==> config.mk <==
export PLATFORM = sky130hd
export DESIGN_NAME = tlb_assoc
export DESIGN_NICKNAME = d
export VERILOG_FILES = /design/src/rtl/tlb_assoc.sv
export SDC_FILE = /design/constraint.sdc
export NUM_CORES = 2
export LEC_CHECK = 0
export ABC_AREA = 0
export BUFFER_PORTS_ARGS = -buffer_cell sky130_fd_sc_hd__buf_2
export CORE_MARGIN = 2
export CORE_UTILIZATION = 65
export CTS_BUF_LIST = sky130_fd_sc_hd__clkbuf_8
export CTS_CLUSTER_DIAMETER = 100
export DETAILED_ROUTE_END_ITERATION = 10
export PLACE_DENSITY = 0.82
export SYNTH_ARGS = -nofsm -noshare
export SYNTH_HDL_FRONTEND = slang
export SYNTH_SLANG_ARGS = --single-unit
==> constraint.sdc <==
create_clock -name clk -period 21 [get_ports clk]
set_input_delay 3.15 -clock clk [delete_from_list [all_inputs] [get_ports clk]]
set_output_delay 3.15 -clock clk [all_outputs]
set_load 0.1 [all_outputs]
==> src/rtl/tlb_assoc.sv <==
module tlb_assoc #(
  parameter int NE     = 16,
  parameter int ASID_W = 8,
  parameter int VPN_W  = 20,
  parameter int PFN_W  = 20
) (
  input  logic              clk,
  input  logic              rst_n,
  input  logic              lk_req,
  input  logic [ASID_W-1:0] lk_asid,
  input  logic [VPN_W-1:0]  lk_vpn,
  input  logic              lk_wr,
  output logic              lk_hit,
  output logic              lk_miss,
  output logic              lk_fault,
  output logic [PFN_W-1:0]  lk_pfn,
  output logic [2:0]        lk_perm,
  input  logic              fl_req,
  input  logic [ASID_W-1:0] fl_asid,
  input  logic [VPN_W-1:0]  fl_vpn,
  input  logic [PFN_W-1:0]  fl_pfn,
  input  logic [2:0]        fl_perm,
  input  logic              fl_global,
  input  logic              fl_wired,
  output logic              fl_err,
  input  logic [2:0]        ctl_op,
  input  logic [ASID_W-1:0] ctl_asid,
  input  logic [VPN_W-1:0]  ctl_vpn
);
  localparam int LG = $clog2(NE);
  localparam logic [2:0] OP_FLUSH = 3'd1, OP_FASID = 3'd2, OP_INV = 3'd3,
                         OP_WIRE = 3'd4, OP_UNWIRE = 3'd5;

  logic [NE-1:0]     ev, eg, ew;
  logic [ASID_W-1:0] ea [NE];
  logic [VPN_W-1:0]  evp [NE];
  logic [PFN_W-1:0]  epf [NE];
  logic [2:0]        epm [NE];
  logic [NE-1:1]     plru, plru_n;

  logic [NE-1:0] lk_m, fl_m, ct_m;
  logic [2*NE-1:1] av;
  logic [LG-1:0] lk_idx, fl_hidx, inv_idx, vic, fl_idx;
  logic lk_any, lk_flt, fl_any, fl_do;

  function automatic logic [LG-1:0] first(input logic [NE-1:0] m);
    logic [LG-1:0] r;
    r = '0;
    for (int i = NE-1; i >= 0; i--) if (m[i]) r = LG'(i);
    return r;
  endfunction

  function automatic logic [NE-1:1] touch(input logic [NE-1:1] p, input logic [LG-1:0] e);
    int node;
    logic b;
    node = 1;
    for (int l = 0; l < LG; l++) begin
      b = e[LG-1-l];
      p[node] = ~b;
      node = 2*node + int'(b);
    end
    return p;
  endfunction

  always_comb begin
    for (int i = 0; i < NE; i++) begin
      lk_m[i] = ev[i] && evp[i] == lk_vpn  && (eg[i] || ea[i] == lk_asid);
      fl_m[i] = ev[i] && evp[i] == fl_vpn  && (eg[i] || ea[i] == fl_asid);
      ct_m[i] = ev[i] && evp[i] == ctl_vpn && (eg[i] || ea[i] == ctl_asid);
    end
  end

  assign lk_any  = |lk_m;
  assign lk_idx  = first(lk_m);
  assign lk_flt  = lk_wr && !epm[lk_idx][1];
  assign fl_any  = |fl_m;
  assign fl_hidx = first(fl_m);
  assign inv_idx = first(~ev);

  always_comb begin
    int node;
    logic d;
    av = '0;
    for (int i = 0; i < NE; i++) av[NE+i] = ~ew[i];
    for (int k = NE-1; k >= 1; k--) av[k] = av[2*k] | av[2*k+1];
    node = 1;
    for (int l = 0; l < LG; l++) begin
      d = plru[node];
      if (!av[2*node + int'(d)]) d = ~d;
      node = 2*node + int'(d);
    end
    vic = LG'(node - NE);
  end

  assign fl_idx = fl_any ? fl_hidx : (~&ev) ? inv_idx : vic;
  assign fl_do  = fl_req && (fl_any || av[1]);

  always_comb begin
    plru_n = plru;
    if (lk_req && lk_any && !lk_flt) plru_n = touch(plru_n, lk_idx);
    if (fl_do) plru_n = touch(plru_n, fl_idx);
  end

  always_ff @(posedge clk) begin
    if (!rst_n) begin
      ev <= '0; eg <= '0; ew <= '0; plru <= '0;
      lk_hit <= 1'b0; lk_miss <= 1'b0; lk_fault <= 1'b0;
      lk_pfn <= '0; lk_perm <= '0; fl_err <= 1'b0;
      for (int i = 0; i < NE; i++) begin
        ea[i] <= '0; evp[i] <= '0; epf[i] <= '0; epm[i] <= '0;
      end
    end else begin
      lk_hit   <= lk_req && lk_any && !lk_flt;
      lk_fault <= lk_req && lk_any && lk_flt;
      lk_miss  <= lk_req && !lk_any;
      lk_pfn   <= (lk_req && lk_any) ? epf[lk_idx] : '0;
      lk_perm  <= (lk_req && lk_any) ? epm[lk_idx] : '0;
      fl_err   <= fl_req && !fl_do;
      plru     <= plru_n;
      for (int i = 0; i < NE; i++) begin
        case (ctl_op)
          OP_FLUSH:  begin ev[i] <= 1'b0; ew[i] <= 1'b0; end
          OP_FASID:  if (ev[i] && !eg[i] && !ew[i] && ea[i] == ctl_asid) ev[i] <= 1'b0;
          OP_INV:    if (ct_m[i]) begin ev[i] <= 1'b0; ew[i] <= 1'b0; end
          OP_WIRE:   if (ct_m[i]) ew[i] <= 1'b1;
          OP_UNWIRE: if (ct_m[i]) ew[i] <= 1'b0;
          default: ;
        endcase
      end
      if (fl_do) begin
        ev[fl_idx]  <= 1'b1;
        eg[fl_idx]  <= fl_global;
        ew[fl_idx]  <= fl_wired;
        ea[fl_idx]  <= fl_asid;
        evp[fl_idx] <= fl_vpn;
        epf[fl_idx] <= fl_pfn;
        epm[fl_idx] <= fl_perm;
      end
    end
  end
endmodule

After elaboration in Yosys (flattened, before gate mapping). Memories as Yosys holds them, arrays and structs flattened. A register that Yosys moved wholly into a read port is not among the register bits. Index checks and enable logic that the tools add are counted.

Bits in registers: 70. Bits in writable memories: 816. Bits of input ports: 117. Logic and storage cells: 695. Memories kept: 4.

Add/sub/neg operators: 15. Magnitude comparators: 21. Eq/ne operators: 101. Mux-type cells: 245. Bitwise operators: 45. Reductions and logical operators: 254.

Memories: epf (words 16, bits a word 20, rd ports 1, clocked after memory_dff 1, wr ports 16, line 37) `logic [PFN_W-1:0] epf [NE];`; evp (words 16, bits a word 20, rd ports 16, clocked after memory_dff 0, wr ports 16, line 36) `logic [VPN_W-1:0] evp [NE];`; ea (words 16, bits a word 8, rd ports 16, clocked after memory_dff 0, wr ports 16, line 35) `logic [ASID_W-1:0] ea [NE];`; epm (words 16, bits a word 3, rd ports 1, clocked after memory_dff 0, wr ports 16, line 38) `logic [2:0] epm [NE];`.

Operators by type and width (number): $eq 20x20->1 (48); $eq 8x8->1 (48); $mux 4 (54); $logic_and 1x1->1 (158); $mux 1 (129); $pmux 1 s3 (32); $bwmux 15 (6); $logic_or 1x1->1 (49); $mux 20 (2); $reduce_or 20->1 (2); $logic_not 1->1 (37); $bwmux 16 (2); $mux 16 (2); $reduce_or 16->1 (2); $mux 15 (2); $add 6x1->7 (4); $demux 1 s4 (7); $not 1->1 (28); $lt 7x5->1 const B (3); $add 4x1->5 (4); $bmux 1 s5 (4); $not 16->16 (1); $or 16x16->16 (1); $reduce_and 16->1 (1); 27 further kinds (55).

Longest topological paths before layout.
Word-level depth: 49. Mapped depth: 17. Gate-level depth less buffers: 12.

Least setup slack after synthesis. No wires, ideal clock.

Path type: in2reg. From: input port fl_asid[6]. To: memory ea[11][0], enable pin. Library setup time: 0.530 ns. Arrival: 9.647 ns. Slack: 10.823 ns. Cell stages on the path: 14. Buffers on the path: 3. Cell sequence: clkbuf_1 > buf_2 > xor2_1 > nor4_1 > a21oi_1 > or4_1 > o21ai_1 > a21boi_1 > o21ai_1 > a21boi_1 > o311ai_2 > clkbuf_1 > nor2_1 > o21ai_0.

RTL lines: start, declared (line 19) `input logic [ASID_W-1:0] fl_asid,`; end, declared (line 35).

==> run summary <==
In the routed design, unresolved DRC markers number 0. The share of the Yosys chip area taken by registers is 46.8%. Synthesis produced a netlist whose cell count is 5184. The buffer levels on the longest clock path is 3. The count of cells along the worst register-to-register path came out at 11. The commonest register cell after synthesis is sky130_fd_sc_hd__edfxtp_1. The floorplan die height came out at about 300 um.

After layout, the design draws a total of around 4.3 mW. The I/O pin total is 144. The slew at the pin closest to its max-slew limit came out at 1740 ps. Before CTS, the worst setup slack after placement is 11810 ps.

In this run, post-CTS hold repair placed 0 buffers. The worst slew margin relative to its limit came out at -17.0%. The register-to-register setup slack came out at roughly 14000 ps. The post-synthesis to final-layout area growth came out at 8.19%. The data required time at the worst endpoint came out at between 20000 and 25000 ps. The worst path meets setup with ~12000 ps of slack.

Setup repair after global routing left no endpoint under its margin. The Yosys step of the flow raised 0 warnings. The clock sink count is 906.

The overall fraction of global-route tracks in use is 47.9%. The via count of the first global-routing pass is between 40000 and 50000. The cell count after placement is 6169. The area fraction in and, or, nand and nor cells after synthesis is 20.4%. The largest driver fanout on the critical path is 30. After synthesis, the share of flip-flops with an asynchronous set or reset is 0%. Setup violations remaining at the end of the flow were counted as 0. Once the floorplan was initialized, standard cells occupied 65.8% of the core. The synthesized netlist devotes less than 1% of its cell area to adder and majority cells.

The total vias in the final route came out at ~44000. The finished layout cell area is just over 60000 sq um. The post-detailed-route via-to-cell ratio came out at about 6.9. The number of antenna violations at the first check in global routing came out at 12. The share of layout cells above drive strength 1 is a little over a tenth. The total global routing overflow is 0. In this run the worst setup path begins at fl_vpn[6]. The number of synthesized flops with an enable pin is approximately 800. The post-CTS setup-driven buffer insertion count is 0.

The worst register-to-register path begins at ew[4]. The worst setup path is captured at a register. The synthesized area per cell came out at ~11 sq um.

IR analysis of the VDD net gives a maximum drop of between 0.07 and 0.08 mV. The terminus of the critical flop-to-flop path is epf[11][14]. The fraction of the mapped netlist area in compound gates is under 10%. The final RePlAce weighted congestion is roughly 1.1. The signal arrival time at the worst endpoint came out at roughly 9400 ps. The maximum clock frequency is roughly 0.12 GHz. The number of hold violations in the final report is 0.

The smallest clock period supported by the final layout is computed as approximately 8600 ps. The number of max-capacitance violations reported is 1. Counting distinct cell types in the post-synthesis netlist gives 90. Clock tree synthesis selected as its root buffer the cell sky130_fd_sc_hd__clkbuf_8. The count of cells in the finished layout, fillers not included, comes to 6450. The final net count came out at around 5300.

During placement, the flow inserted port buffers numbering between 100 and 150. The final max-slew violation count was 2. The count of H-tree levels built during CTS came out at 4. The first-pass GRT wire length came out at approximately 300000 um. Counting flops and latches in the post-synthesis netlist gives a little over 900. The standard cell area after detailed placement is roughly 58000 sq um. The post-synth net total came out at roughly 5300. The run finished, with violations left. The synthesized netlist devotes a little over a fifth of its cell area to XOR and XNOR gates. STA classifies the critical path startpoint as an input pin. The floorplan step defined a die boundary enclosing around 90000 sq um.

The end point of the critical path is epf[9][13]. At the later pin of the worst-skew pair, clock insertion delay measures about 870 ps. The clock transition at the registers of the reported paths came out at approximately 70 ps.

Summing every instance area after synthesis gives approximately 56000 sq um. The die is roughly 300 um wide. The areal power density over the cells is about 70 nW/um^2. After synthesis, the largest family of logic cells by area is XOR/XNOR gates. The final standard cell utilization of the core came out at roughly 71%. The mux cell area share after synthesis came out at around 4.1%. The critical path is of the input pin to register type. The setup skew after layout is just under 40 ps.

The HPWL after detailed placement is 134000 um. The checks that failed: max-capacitance violations, max-slew violations. Buffers inserted during clock tree synthesis total 150.

The count of standard-cell rows came out at 107. The core outline area came out at between 80000 and 90000 sq um. The final routed wire length divided by cell count is about 33 um. The detailed-routing iteration count for the pre-antenna-repair pass is 6.

The total wire length came out at roughly 220000 um. The tightest hold margin came out at between 500 and 600 ps. The post-cts resize count came out at 0.

Entering global routing, the biggest net connects 140 pins. The worst hold path belongs to the class register to register. TritonCTS built the clock tree. The part of the cycle the worst path needs came out at 41.2%. The analysis attributes to cell leakage a power of between 20 and 25 nW. Once detail routing completed, the nets flagged for antenna violations numbered 0. The count of routing violations after the opening detailed-route iteration is 6417. The final setup TNS is 0 ps.
synthesized netlist by cell type (13+ instances only):
cell,number,area (sq um)
sky130_fd_sc_hd__buf_4,13,97.6
sky130_fd_sc_hd__o22ai_1,68,425
sky130_fd_sc_hd__dfxtp_1,90,1800
sky130_fd_sc_hd__a211o_1,14,123
sky130_fd_sc_hd__edfxtp_1,816,24500
sky130_fd_sc_hd__nand2_1,200,751
sky130_fd_sc_hd__mux2i_1,179,1790
sky130_fd_sc_hd__clkbuf_1,284,1070
sky130_fd_sc_hd__nor3_1,76,380
sky130_fd_sc_hd__nor4_1,336,2100
sky130_fd_sc_hd__nor2_1,114,428
sky130_fd_sc_hd__and2_1,823,5150
sky130_fd_sc_hd__a21oi_1,76,380
sky130_fd_sc_hd__nor3b_1,20,150
sky130_fd_sc_hd__nand4_1,178,1110
sky130_fd_sc_hd__xor2_1,905,7930
sky130_fd_sc_hd__buf_2,94,470
sky130_fd_sc_hd__o21ai_0,48,240
sky130_fd_sc_hd__maj3_1,16,160
sky130_fd_sc_hd__inv_1,18,67.6
sky130_fd_sc_hd__a31oi_1,25,156
sky130_fd_sc_hd__mux4_2,20,450
sky130_fd_sc_hd__xnor2_1,439,3840
sky130_fd_sc_hd__nand4b_1,34,298
sky130_fd_sc_hd__nand3_1,37,185
sky130_fd_sc_hd__or4_1,50,375
flip-flops by register name, indices dropped and copies added (netlist names), 15 cells and up:
register	cells
epf	320
evp	320
ea	128
epm	48
lk_pfn	20
eg	16
ev	16
ew	16
plru	15
layout make-up:
class,instances,area (sq um)
tap,1144,1430
clock inverter,99,703
inverter,20,75.1
antenna,6,15.0
fill,6145,24600
sequential,906,26300
clock buffer,175,2410
timing repair buffer,256,1580
multi-input combinational,3844,28300
cell usage in the layout, fill, tap and decap left out, types with 50 or more instances in the layout:
| cell type | Yosys | final |
|---|---|---|
| sky130_fd_sc_hd__xor2_1 | 905 | 905 |
| sky130_fd_sc_hd__or4_1 | 50 | 50 |
| sky130_fd_sc_hd__and2_1 | 823 | 823 |
| sky130_fd_sc_hd__a21oi_1 | 76 | 74 |
| sky130_fd_sc_hd__mux2i_1 | 179 | 179 |
| sky130_fd_sc_hd__nor4_1 | 336 | 333 |
| sky130_fd_sc_hd__nor3_1 | 76 | 74 |
| sky130_fd_sc_hd__xnor2_1 | 439 | 439 |
| sky130_fd_sc_hd__nor2_1 | 114 | 114 |
| sky130_fd_sc_hd__clkbuf_8 | 0 | 175 |
| sky130_fd_sc_hd__nand4_1 | 178 | 178 |
| sky130_fd_sc_hd__buf_2 | 94 | 142 |
| sky130_fd_sc_hd__buf_4 | 13 | 112 |
| sky130_fd_sc_hd__nand2_1 | 200 | 188 |
| sky130_fd_sc_hd__inv_1 | 18 | 65 |
| sky130_fd_sc_hd__edfxtp_1 | 816 | 816 |
| sky130_fd_sc_hd__o22ai_1 | 68 | 68 |
| sky130_fd_sc_hd__dfxtp_1 | 90 | 90 |
cells by family (layout without fill, tap and decap cells):
kind of cell	after synthesis	in the layout
flip-flops	906	906
adder cells (fa/ha/maj)	16	16
other	0	6
buffers and inverters	434	550
multiplexers	205	205
AO/OA/AOI/OAI	348	348
XOR/XNOR	1344	1344
AND/OR/NAND/NOR	1931	1931
where the power goes:
group,total [mW],switching [mW],internal [mW]
combinational,0.569,0.385,0.184
clock,1.63,0.771,0.856
sequential,2.13,0.0823,2.05
routing by layer:
layer	global-route usage, %	part of all wire [%]	routed length [um]	up-vias
met5	0	0.036	78	-
li1	-	-	-	18400
met4	33.7	8.4	18000	12
met3	13.4	14	30900	932
met2	71.0	43	92100	3706
met1	60.8	34	74200	21300
worst max-delay path, cell delays in order:
cell and delay, ps:
sky130_fd_sc_hd__buf_2 400, sky130_fd_sc_hd__buf_4 530, sky130_fd_sc_hd__xor2_1 140, sky130_fd_sc_hd__or4_1 490
sky130_fd_sc_hd__nor2_1 130, sky130_fd_sc_hd__nand4_1 100, sky130_fd_sc_hd__nor4_1 600, sky130_fd_sc_hd__a211oi_1 250
sky130_fd_sc_hd__o311ai_1 520, sky130_fd_sc_hd__a311oi_2 290, sky130_fd_sc_hd__nor2_1 630, sky130_fd_sc_hd__nand2_1 280
sky130_fd_sc_hd__a211oi_4 1120, sky130_fd_sc_hd__buf_4 490, sky130_fd_sc_hd__and2_1 190
how the worst min path moves through the flow:
stage,start,to,slack [ps],cells past startpoint
after floorplan,plru[10],plru[10],470,1
after global placement,plru[11],plru[11],480,1
after detailed placement,plru[11],plru[11],490,1
after CTS,plru[11],plru[11],510,1
after global routing,plru[14],plru[14],520,2
final,plru[11],plru[11],510,1
Note: power is estimated with default switching activity, not from simulation.
